$ cat config.mk
export PLATFORM = sky130hd
export DESIGN_NAME = irq_vector_ctrl
export DESIGN_NICKNAME = d
export VERILOG_FILES = /design/src/rtl/irq_pkg.sv /design/src/rtl/irq_edge_sync.sv /design/src/rtl/irq_regs.sv /design/src/rtl/irq_arbiter.sv /design/src/rtl/irq_vector_ctrl.sv
export SDC_FILE = /design/constraint.sdc
export NUM_CORES = 1
export LEC_CHECK = 0
export ABC_CLOCK_PERIOD_IN_PS = 1800
export BUFFER_PORTS_ARGS = -buffer_cell sky130_fd_sc_hd__buf_4
export CORE_MARGIN = 2
export CORE_UTILIZATION = 50
export DETAILED_ROUTE_END_ITERATION = 12
export PLACE_DENSITY = 0.76
export SLEW_MARGIN = 20
export SYNTH_ARGS = -nofsm -noshare
export SYNTH_HDL_FRONTEND = slang
export SYNTH_SLANG_ARGS = --single-unit
$ cat constraint.sdc
create_clock -name clk -period 1.8 [get_ports clk]
set_input_delay 0.27 -clock clk [delete_from_list [all_inputs] [get_ports clk]]
set_output_delay 0.27 -clock clk [all_outputs]
set_load 0.02 [all_outputs]
$ cat src/rtl/irq_pkg.sv
package irq_pkg;
  localparam int DATA_W  = 8;
  localparam int ADDR_W  = 2;
  localparam int VEC_W   = 8;
  localparam int N_EXT   = 2;
  localparam int N_GRP   = 3;
  localparam int N_FLAG  = 4;           // sources with their own flag
  localparam int N_SRC   = N_FLAG + 1;  // plus the group request
  localparam int VEC_STEP = 4;

  typedef enum logic [ADDR_W-1:0] {
    SEL_CTL0 = 2'd0,
    SEL_CTL1 = 2'd1,
    SEL_GRP  = 2'd2,
    SEL_NONE = 2'd3
  } reg_sel_e;

  function automatic logic [VEC_W-1:0] src_vector(input int idx);
    return VEC_W'((idx + 1) * VEC_STEP);
  endfunction
endpackage

$ cat src/rtl/irq_edge_sync.sv
module irq_edge_sync #(
  parameter int N      = 2,
  parameter int STAGES = 2
) (
  input  logic         clk,
  input  logic         rst,
  input  logic [N-1:0] pin_n,
  output logic [N-1:0] fall
);
  for (genvar g = 0; g < N; g++) begin : g_pin
    logic [STAGES-1:0] sync_q;
    logic              last_q;

    always_ff @(posedge clk) begin
      if (rst) begin
        sync_q <= '1;
        last_q <= 1'b1;
      end else begin
        sync_q <= {sync_q[STAGES-2:0], pin_n[g]};
        last_q <= sync_q[STAGES-1];
      end
    end

    assign fall[g] = last_q & ~sync_q[STAGES-1];

    AST_FALL_SINGLE: assert property (@(posedge clk) disable iff (rst)
      fall[g] |=> !fall[g]);
  end
endmodule

$ cat src/rtl/irq_regs.sv
module irq_regs
  import irq_pkg::*;
(
  input  logic              clk,
  input  logic              rst,
  input  logic              wr_en,
  input  logic              rd_en,
  input  logic [ADDR_W-1:0] addr,
  input  logic [DATA_W-1:0] wdata,
  input  logic [N_FLAG-1:0] hw_set,
  input  logic [N_GRP-1:0]  grp_evt,
  input  logic              take_valid,
  input  logic [N_FLAG-1:0] take_clr,
  output logic [DATA_W-1:0] rdata,
  output logic              gen,
  output logic [N_SRC-1:0]  pend
);
  logic [N_SRC-1:0]  en_q;
  logic [N_FLAG-1:0] flag_q;
  logic [N_GRP-1:0]  gen_en_q;
  logic [N_GRP-1:0]  grp_flag_q;
  logic              gen_q;
  logic              wr0, wr1, wr2;
  logic [N_FLAG-1:0] sw_we;
  logic [N_FLAG-1:0] sw_val;
  logic              grp_any;

  assign wr0 = wr_en && (addr == SEL_CTL0);
  assign wr1 = wr_en && (addr == SEL_CTL1);
  assign wr2 = wr_en && (addr == SEL_GRP);

  // flag order: 0 ext0, 1 ext1, 2 timer0, 3 timer1
  assign sw_we  = {wr1, wr0, wr0, wr0};
  assign sw_val = {wdata[4], wdata[6], wdata[5], wdata[4]};

  always_ff @(posedge clk) begin
    if (rst) begin
      flag_q <= '0;
    end else begin
      for (int i = 0; i < N_FLAG; i++) begin
        if (hw_set[i])       flag_q[i] <= 1'b1;
        else if (take_clr[i]) flag_q[i] <= 1'b0;
        else if (sw_we[i])   flag_q[i] <= sw_val[i];
      end
    end
  end

  always_ff @(posedge clk) begin
    if (rst) begin
      en_q <= '0;
    end else begin
      if (wr0) en_q[2:0] <= wdata[3:1];
      if (wr1) en_q[4:3] <= wdata[1:0];
    end
  end

  always_ff @(posedge clk) begin
    if (rst) begin
      gen_q <= 1'b0;
    end else if (take_valid) begin
      gen_q <= 1'b0;
    end else if (wr0) begin
      gen_q <= wdata[0];
    end
  end

  always_ff @(posedge clk) begin
    if (rst) begin
      gen_en_q   <= '0;
      grp_flag_q <= '0;
    end else begin
      if (wr2) gen_en_q <= wdata[N_GRP-1:0];
      for (int j = 0; j < N_GRP; j++) begin
        if (grp_evt[j])  grp_flag_q[j] <= 1'b1;
        else if (wr2)    grp_flag_q[j] <= wdata[4+j];
      end
    end
  end

  assign grp_any = |(grp_flag_q & gen_en_q);
  assign gen     = gen_q;
  assign pend    = {grp_any & en_q[4], flag_q & en_q[3:0]};

  always_ff @(posedge clk) begin
    if (rst) begin
      rdata <= '0;
    end else if (rd_en) begin
      case (addr)
        SEL_CTL0: rdata <= {1'b0, flag_q[2:0], en_q[2:0], gen_q};
        SEL_CTL1: rdata <= {2'b00, grp_any, flag_q[3], 2'b00, en_q[4:3]};
        SEL_GRP:  rdata <= {1'b0, grp_flag_q, 1'b0, gen_en_q};
        default:  rdata <= '0;
      endcase
    end
  end

  AST_GEN_DROPS: assert property (@(posedge clk) disable iff (rst)
    take_valid |=> !gen_q);

  for (genvar g = 0; g < N_FLAG; g++) begin : g_chk
    AST_HW_SET_WINS: assert property (@(posedge clk) disable iff (rst)
      hw_set[g] |=> flag_q[g]);
  end
endmodule

$ cat src/rtl/irq_arbiter.sv
module irq_arbiter
  import irq_pkg::*;
(
  input  logic             clk,
  input  logic             rst,
  input  logic [N_SRC-1:0] pend,
  input  logic             gen,
  input  logic             stack_full,
  output logic             take_valid,
  output logic [N_SRC-1:0] take_oh,
  output logic             ack,
  output logic [VEC_W-1:0] vec
);
  logic [N_SRC-1:0] sel_oh;
  logic [VEC_W-1:0] sel_vec;

  always_comb begin
    sel_oh  = '0;
    sel_vec = '0;
    for (int i = N_SRC - 1; i >= 0; i--) begin
      if (pend[i]) begin
        sel_oh    = '0;
        sel_oh[i] = 1'b1;
        sel_vec   = src_vector(i);
      end
    end
  end

  assign take_valid = gen && (|pend) && !stack_full;
  assign take_oh    = take_valid ? sel_oh : '0;

  always_ff @(posedge clk) begin
    if (rst) begin
      ack <= 1'b0;
      vec <= '0;
    end else begin
      ack <= take_valid;
      if (take_valid) vec <= sel_vec;
    end
  end

  AST_ACK_PULSE: assert property (@(posedge clk) disable iff (rst)
    ack |=> !ack);
  AST_NO_TAKE_FULL: assert property (@(posedge clk) disable iff (rst)
    ack |-> !$past(stack_full));
  AST_NEEDS_GEN: assert property (@(posedge clk) disable iff (rst)
    ack |-> $past(gen));
  AST_ONE_WINNER: assert property (@(posedge clk) disable iff (rst)
    $onehot0(take_oh));
  AST_VEC_ALIGNED: assert property (@(posedge clk) disable iff (rst)
    ack |-> (vec[1:0] == 2'b00 && vec != '0));
endmodule

$ cat src/rtl/irq_vector_ctrl.sv
module irq_vector_ctrl
  import irq_pkg::*;
(
  input  logic              clk,
  input  logic              rst,
  input  logic [N_EXT-1:0]  ext_irq_n_i,
  input  logic              tmr0_ovf_i,
  input  logic              tmr1_ovf_i,
  input  logic [N_GRP-1:0]  grp_evt_i,
  input  logic              stack_full_i,
  input  logic              reg_wr_i,
  input  logic              reg_rd_i,
  input  logic [ADDR_W-1:0] reg_addr_i,
  input  logic [DATA_W-1:0] reg_wdata_i,
  output logic [DATA_W-1:0] reg_rdata_o,
  output logic              irq_ack_o,
  output logic [VEC_W-1:0]  irq_vec_o
);
  logic [N_EXT-1:0]  ext_fall;
  logic [N_FLAG-1:0] hw_set;
  logic [N_SRC-1:0]  pend;
  logic [N_SRC-1:0]  take_oh;
  logic              take_valid;
  logic              gen;

  irq_edge_sync #(.N(N_EXT), .STAGES(2)) u_sync (
    .clk   (clk),
    .rst   (rst),
    .pin_n (ext_irq_n_i),
    .fall  (ext_fall)
  );

  assign hw_set = {tmr1_ovf_i, tmr0_ovf_i, ext_fall};

  irq_regs u_regs (
    .clk        (clk),
    .rst        (rst),
    .wr_en      (reg_wr_i),
    .rd_en      (reg_rd_i),
    .addr       (reg_addr_i),
    .wdata      (reg_wdata_i),
    .hw_set     (hw_set),
    .grp_evt    (grp_evt_i),
    .take_valid (take_valid),
    .take_clr   (take_oh[N_FLAG-1:0]),
    .rdata      (reg_rdata_o),
    .gen        (gen),
    .pend       (pend)
  );

  irq_arbiter u_arb (
    .clk        (clk),
    .rst        (rst),
    .pend       (pend),
    .gen        (gen),
    .stack_full (stack_full_i),
    .take_valid (take_valid),
    .take_oh    (take_oh),
    .ack        (irq_ack_o),
    .vec        (irq_vec_o)
  );

  AST_ACK_CLEARS_GEN: assert property (@(posedge clk) disable iff (rst)
    irq_ack_o |-> !gen);
endmodule

# After elaboration in Yosys (flattened, before gate mapping)
# Index checks and enable logic that the tools add are counted.
# totals
reg_bits,39
in_bits,22
output_inout_bits,17
wordCells,73
# classes
eq_ne,2
mux,29
bitwise,7
reduce_logical,17
# ops
cell,count
$mux W5,5
$pmux W7 S3,1
$mux W4,5
$mux W1,18
$reduce_bool A3 Y1,4
$reduce_bool A2 Y1,3
$logic_and A1 B1 Y1,5
$reduce_or A5 Y1,1
$and A4 B4 Y4,1
$and A1 B1 Y1,3
$and A3 B3 Y3,1
$reduce_or A3 Y1,1
$eq A2 B1 Y1 const B,1
$eq A2 B2 Y1 const B,1
$logic_not A2 Y1,1
$not A1 Y1,2
$reduce_or A2 Y1,1
$logic_not A1 Y1,1

# Depth between registers and ports, before layout
# logic_depth
ltp_word,9
depth_mapped,6
mapped_depth_nobuf,4

# Cells and area by module
# From an unflattened synthesis, not the netlist that was laid out.
# unflattened
cells_unflattened,161
hier_area_um2,1527.7
# modules_own_cells
module,instances,cells_each,area_each_um2
irq_regs,1,113,1088.5
irq_arbiter,1,34,269.0
irq_edge_sync,1,14,170.2

# Least setup slack after synthesis
# OpenSTA, ideal clock, no wires.
# synth_path
kind,input -> register
from,input reg_addr_i[1]
to,register u_regs.flag_q[1]
arrival_time_ps,1235
required_time_ps,1666
path_slack_ps,431
stages,5
n_path_buf,1
cell_sequence,buf_6 nor3b_4 mux2_4 o21ai_1 a21oi_1
# synth_via
elab_chain_cells,3
# synth_lines
element,line,text
from (decl),irq_vector_ctrl.sv:13,"input logic [ADDR_W-1:0] reg_addr_i,"
$logic_not A2 Y1,irq_regs.sv:28,assign wr0 = wr_en && (addr == SEL_CTL0);
$logic_and A1 B1 Y1,irq_regs.sv:28,
$reduce_bool A3 Y1 (no source line),-,
"to (signal, indexed assignment)",irq_regs.sv:43,else if (sw_we[i]) flag_q[i] <= sw_val[i];
to (decl),irq_regs.sv:19,logic [N_FLAG-1:0] flag_q;
# No other way between the ends.
# A chain may end at the register's enable or synchronous reset.

# Worst setup path in the final report
# layout_path
from,register u_regs.grp_flag_q[2]
to,register u_arb.vec[2]
# layout_via
elab_chain_cells,8
word_cells_on_any_way,11
cone_classes,mux: 5; bitwise: 2; reduce/logical: 4
# layout_lines
element,line,text
from (decl),irq_regs.sv:21,logic [N_GRP-1:0] grp_flag_q;
"from (signal, indexed assignment)",irq_regs.sv:75,else if (wr2) grp_flag_q[j] <= wdata[4+j];
$and A3 B3 Y3 *,irq_regs.sv:80,assign grp_any = |(grp_flag_q & gen_en_q);
$reduce_or A3 Y1 *,irq_regs.sv:80,
$and A1 B1 Y1 *,irq_regs.sv:82,"assign pend = {grp_any & en_q[4], flag_q & en_q[3:0]};"
$mux W5 (5 in a row),irq_arbiter.sv:21,if (pend[i]) begin
to (signal assigned),irq_arbiter.sv:38,if (take_valid) vec <= sel_vec;
to (decl),irq_arbiter.sv:12,output logic [VEC_W-1:0] vec
# Mark *: on every way between the ends. The rest lies on a longest branch, timed or not.

==> metrics.md <==
| Metric | Value |
|---|---|
| Run status | `finished clean` |
| Switching share of power | `23.7%` |
| CTS H-tree depth | `2` |
| Core ar. | `0.00278 mm2` |
| Initial antenna violation count | `0` |
| Die area | `0.00343 mm2` |
| Grt ovf | `0` |
| Design area | `0.00178 mm2` |
| Internal power | `1.18 mW` |
| Slew @ Worst Pin | `604 ps` |
| CTS Buffer Depth | `2` |
| First-pass GRT wire length | `5250 um` |
| # IOs | `39` |
| Reg2Reg Setup Slack | `210 ps` |
| GP Congestion | `0.863` |
| Ranking of synthesized cells by area | `dfxtp_1 (44%), mux2i_1 (8.7%), nor2_1 (5.8%), a21oi_1 (4.0%), buf_4 (3.5%)` |
| Worst-case reg-to-reg path depth | `4` |
| Post-synthesis area per instance | `9.24 um2` |
| Dpl cells | `215` |
| Gr usage total | `20.6%` |
| Mapped Cells | `161` |
| Final ANT Viol Nets | `0` |
| Vias in the first global route | `1183` |
| Register Area | `661 um2` |
| Detailed Place HPWL | `2280 um` |
| Final TNS setup | `0 ps` |
| PnR worst setup slack | `211 ps` |
| Tmin final | `1590 ps` |
| Post-CTS Hold Fix Bufs | `0` |
| Clk slew on worst S/H paths | `100 ps` |
| Max-slew violations | `0` |
| Clk_lat worst skew | `340 ps` |
| Cts repair resizes | `0` |
| CTS buffer count | `5` |
| Max Cap Viol | `0` |
| Slew headroom | `59.7%` |
| Chip Width | `58.5 um` |
| Min-Delay Endpoint | `u_sync.g_pin[1].sync_q[0]` |
| Fillers | `256` |
| Dominant synthesized flop cell | `dfxtp_1` |
| Power Density | `869 mW/mm2` |
| Clk sinks | `33` |
| Synth area leader | `dfxtp_1` |
| Post-layout util | `64.0%` |
| Post-place setup slack | `193 ps` |
| Layout cells sized above 1 | `28.6%` |
| Async set-or-reset flop fraction in the synthesized netlist | `0%` |
| Final Non-Filler Cells | `223` |
| Setup bufs post-CTS | `0` |
| Final worst path period share | `88.3%` |
| Final Hold Violating Endpoints | `0` |
| Critical Path AT | `1830 ps` |
| Highest clock rate | `629 MHz` |
| WP data required | `2040 ps` |
| Hold path depth | `2` |
| Worst setup EP type | `flip-flop` |
| Initial Util | `53.5%` |
| Max incr delay on CP | `600 ps` |
| Via density | `5.51` |
| Synth warn | `0` |
| Row Count | `19` |
| RSZ-0062 raised after global routing | `no` |
| Nets | `213` |
| Synthesized area | `0.00149 mm2` |
| Worst Hold Class | `primary input to flip-flop` |
| DRC Markers | `0` |
| Vias | `1228` |
| Die height | `58.5 um` |
| Clock power frac | `37.2%` |
| Yosys reg bits | `33` |
| Clk_skew | `8.73 ps` |
| Top-area cell type share of the netlist area | `44.4%` |
| Initial DRT Pass Iterations | `5` |
| Min-delay src | `ext_irq_n_i[1]` |
| Critical path's slowest cell | `a222oi_1` |
| Clock tree from TritonCTS | `yes` |
| Kind of critical path | `flip-flop to flip-flop` |
| Clock root buffer | `clkbuf_4` |
| Footprint of the multi-input gates | `739 um2` |
| Final setup viols | `0` |
| Sequential area share after synthesis | `44.4%` |
| IR Drop Worst-Case VDD | `962 uV` |
| Reg power frac | `50.8%` |
| Initial DRC count | `25` |
| Largest net degree at the start of global routing | `35` |
| Startpoint types | `flip-flop` |
| Port Buf Inserts | `31` |
| Min Hold Slack | `111 ps` |
| Total design power | `1.55 mW` |
| Antenna diodes | `0` |
| Reg2Reg Launch Point | `u_regs.grp_flag_q[2]` |
| Number of synthesized flops with an enable pin | `0` |
| Combinational power share | `12.0%` |
| Cell variety after synth | `41` |
| Switching power total | `367 uW` |
| Final wirelength | `3140 um` |
| R2R Path End | `u_arb.vec[2]` |
| CP max FO | `4` |
| Area grow syn2layout | `19.6%` |
| Post-Place Cell Area | `0.00169 mm2` |
| Leakage | `0.746 nW` |
| DR WL/cell | `14.1 um` |
| Critical path cell sequence | `a222oi_1, o211ai_1, and2_4, o21a_1` |
## cells in the mapped netlist (all sizes together), types with 3 or more instances
cell type,n
a211oi,6
a21oi,13
and3,3
buf,10
clkbuf,5
dfxtp,33
mux2,3
mux2i,13
nand2,9
nand2b,5
nand3,5
nor2,23
o21ai,3
or2,6
## critical path, delay by kind of cell (launching register included)
family,cells,cell delay (ps)
flops,1,350
compound gates,3,930
simple gates,1,210
## per-layer routing
layer | vias up | global-route usage [%] | part of all wire (%)
met3 | 9 | 6.81 | 6.2
met4 | 0 | 8.64 | 2.0
li1 | 611 | - | -
met5 | - | 0 | 0
met2 | 40 | 33.7 | 49
met1 | 568 | 24.8 | 42
## area by class of cell
type	instances	area share (%)
Tap cell	31	2.18
Inverter	2	0.422
Sequential cell	33	37.1
Multi-Input combinational cell	116	41.6
Clock buffer	7	3.09
Timing Repair Buffer	33	13.9
Clock inverter	1	1.69
## power groups by stage
| stage | logic [mW] | clock network [mW] | registers (mW) |
|---|---|---|---|
| 2_1_floorplan | 0.127 | 0 | 0.804 |
| 3_3_place_gp | 0.180 | 0 | 0.800 |
| 3_5_place_dp | 0.184 | 0 | 0.802 |
| 4_1_cts | 0.186 | 0.591 | 0.785 |
| 5_1_grt | 0.204 | 0.624 | 0.789 |
| 6_report | 0.185 | 0.576 | 0.786 |
## sequential cells by signal, indices dropped and copies added (netlist names)
signal	cells
u_sync.g_pin.last_q	2
u_regs.gen	1
u_arb.vec	3
u_regs.rdata	7
u_regs.flag_q	4
u_regs.gen_en_q	3
u_sync.g_pin.sync_q	4
u_regs.grp_flag_q	3
u_regs.en_q	5
u_arb.ack	1
## layout by cell type (no fill, tap or decap), drive strengths merged
cell,instances
buf,33
dfxtp,33
nor2,23
mux2i,13
a21oi,13
nand2,9
clkbuf,7
or2,6
a211oi,6
conb,6
nand2b,5
nand3,5
and3,3
mux2,3
o21ai,3
nor2b,2
inv,2
a222oi,2
nor3,2
nor3b,1
or2b,1
o221ai,1
o211ai,1
and2,1
nand3b,1
and2b,1
a211o,1
a311oi,1
a22oi,1
o32ai,1
nand4b,1
a41oi,1
o21a,1
nand4,1
bufinv,1
## kinds of logic (layout without fill, tap and decap cells)
group,after synthesis,after routing,share of synthesized area [%]
buf+inv,17,43,7.15
flops,33,33,44.4
simple gates,62,62,22.0
mux,16,16,11.5
compound gates,32,32,14.7
other cells,1,6,0.252
## worst max-delay path by stage
stage | startpoint | end | slack [ps] | depth (start not counted)
final | u_regs.grp_flag_q[2] | u_arb.vec[2] | 210 | 4
after global routing | u_regs.en_q[2] | u_arb.vec[2] | 90 | 4
after CTS | u_regs.en_q[2] | u_arb.vec[2] | 170 | 4
after detailed placement | u_regs.en_q[2] | u_arb.vec[2] | 190 | 4
after global placement | u_regs.grp_flag_q[2] | u_arb.vec[2] | 280 | 4
after floorplan | reg_addr_i[1] | u_regs.flag_q[1] | 430 | 5
Power figures use the tool's default switching activity.
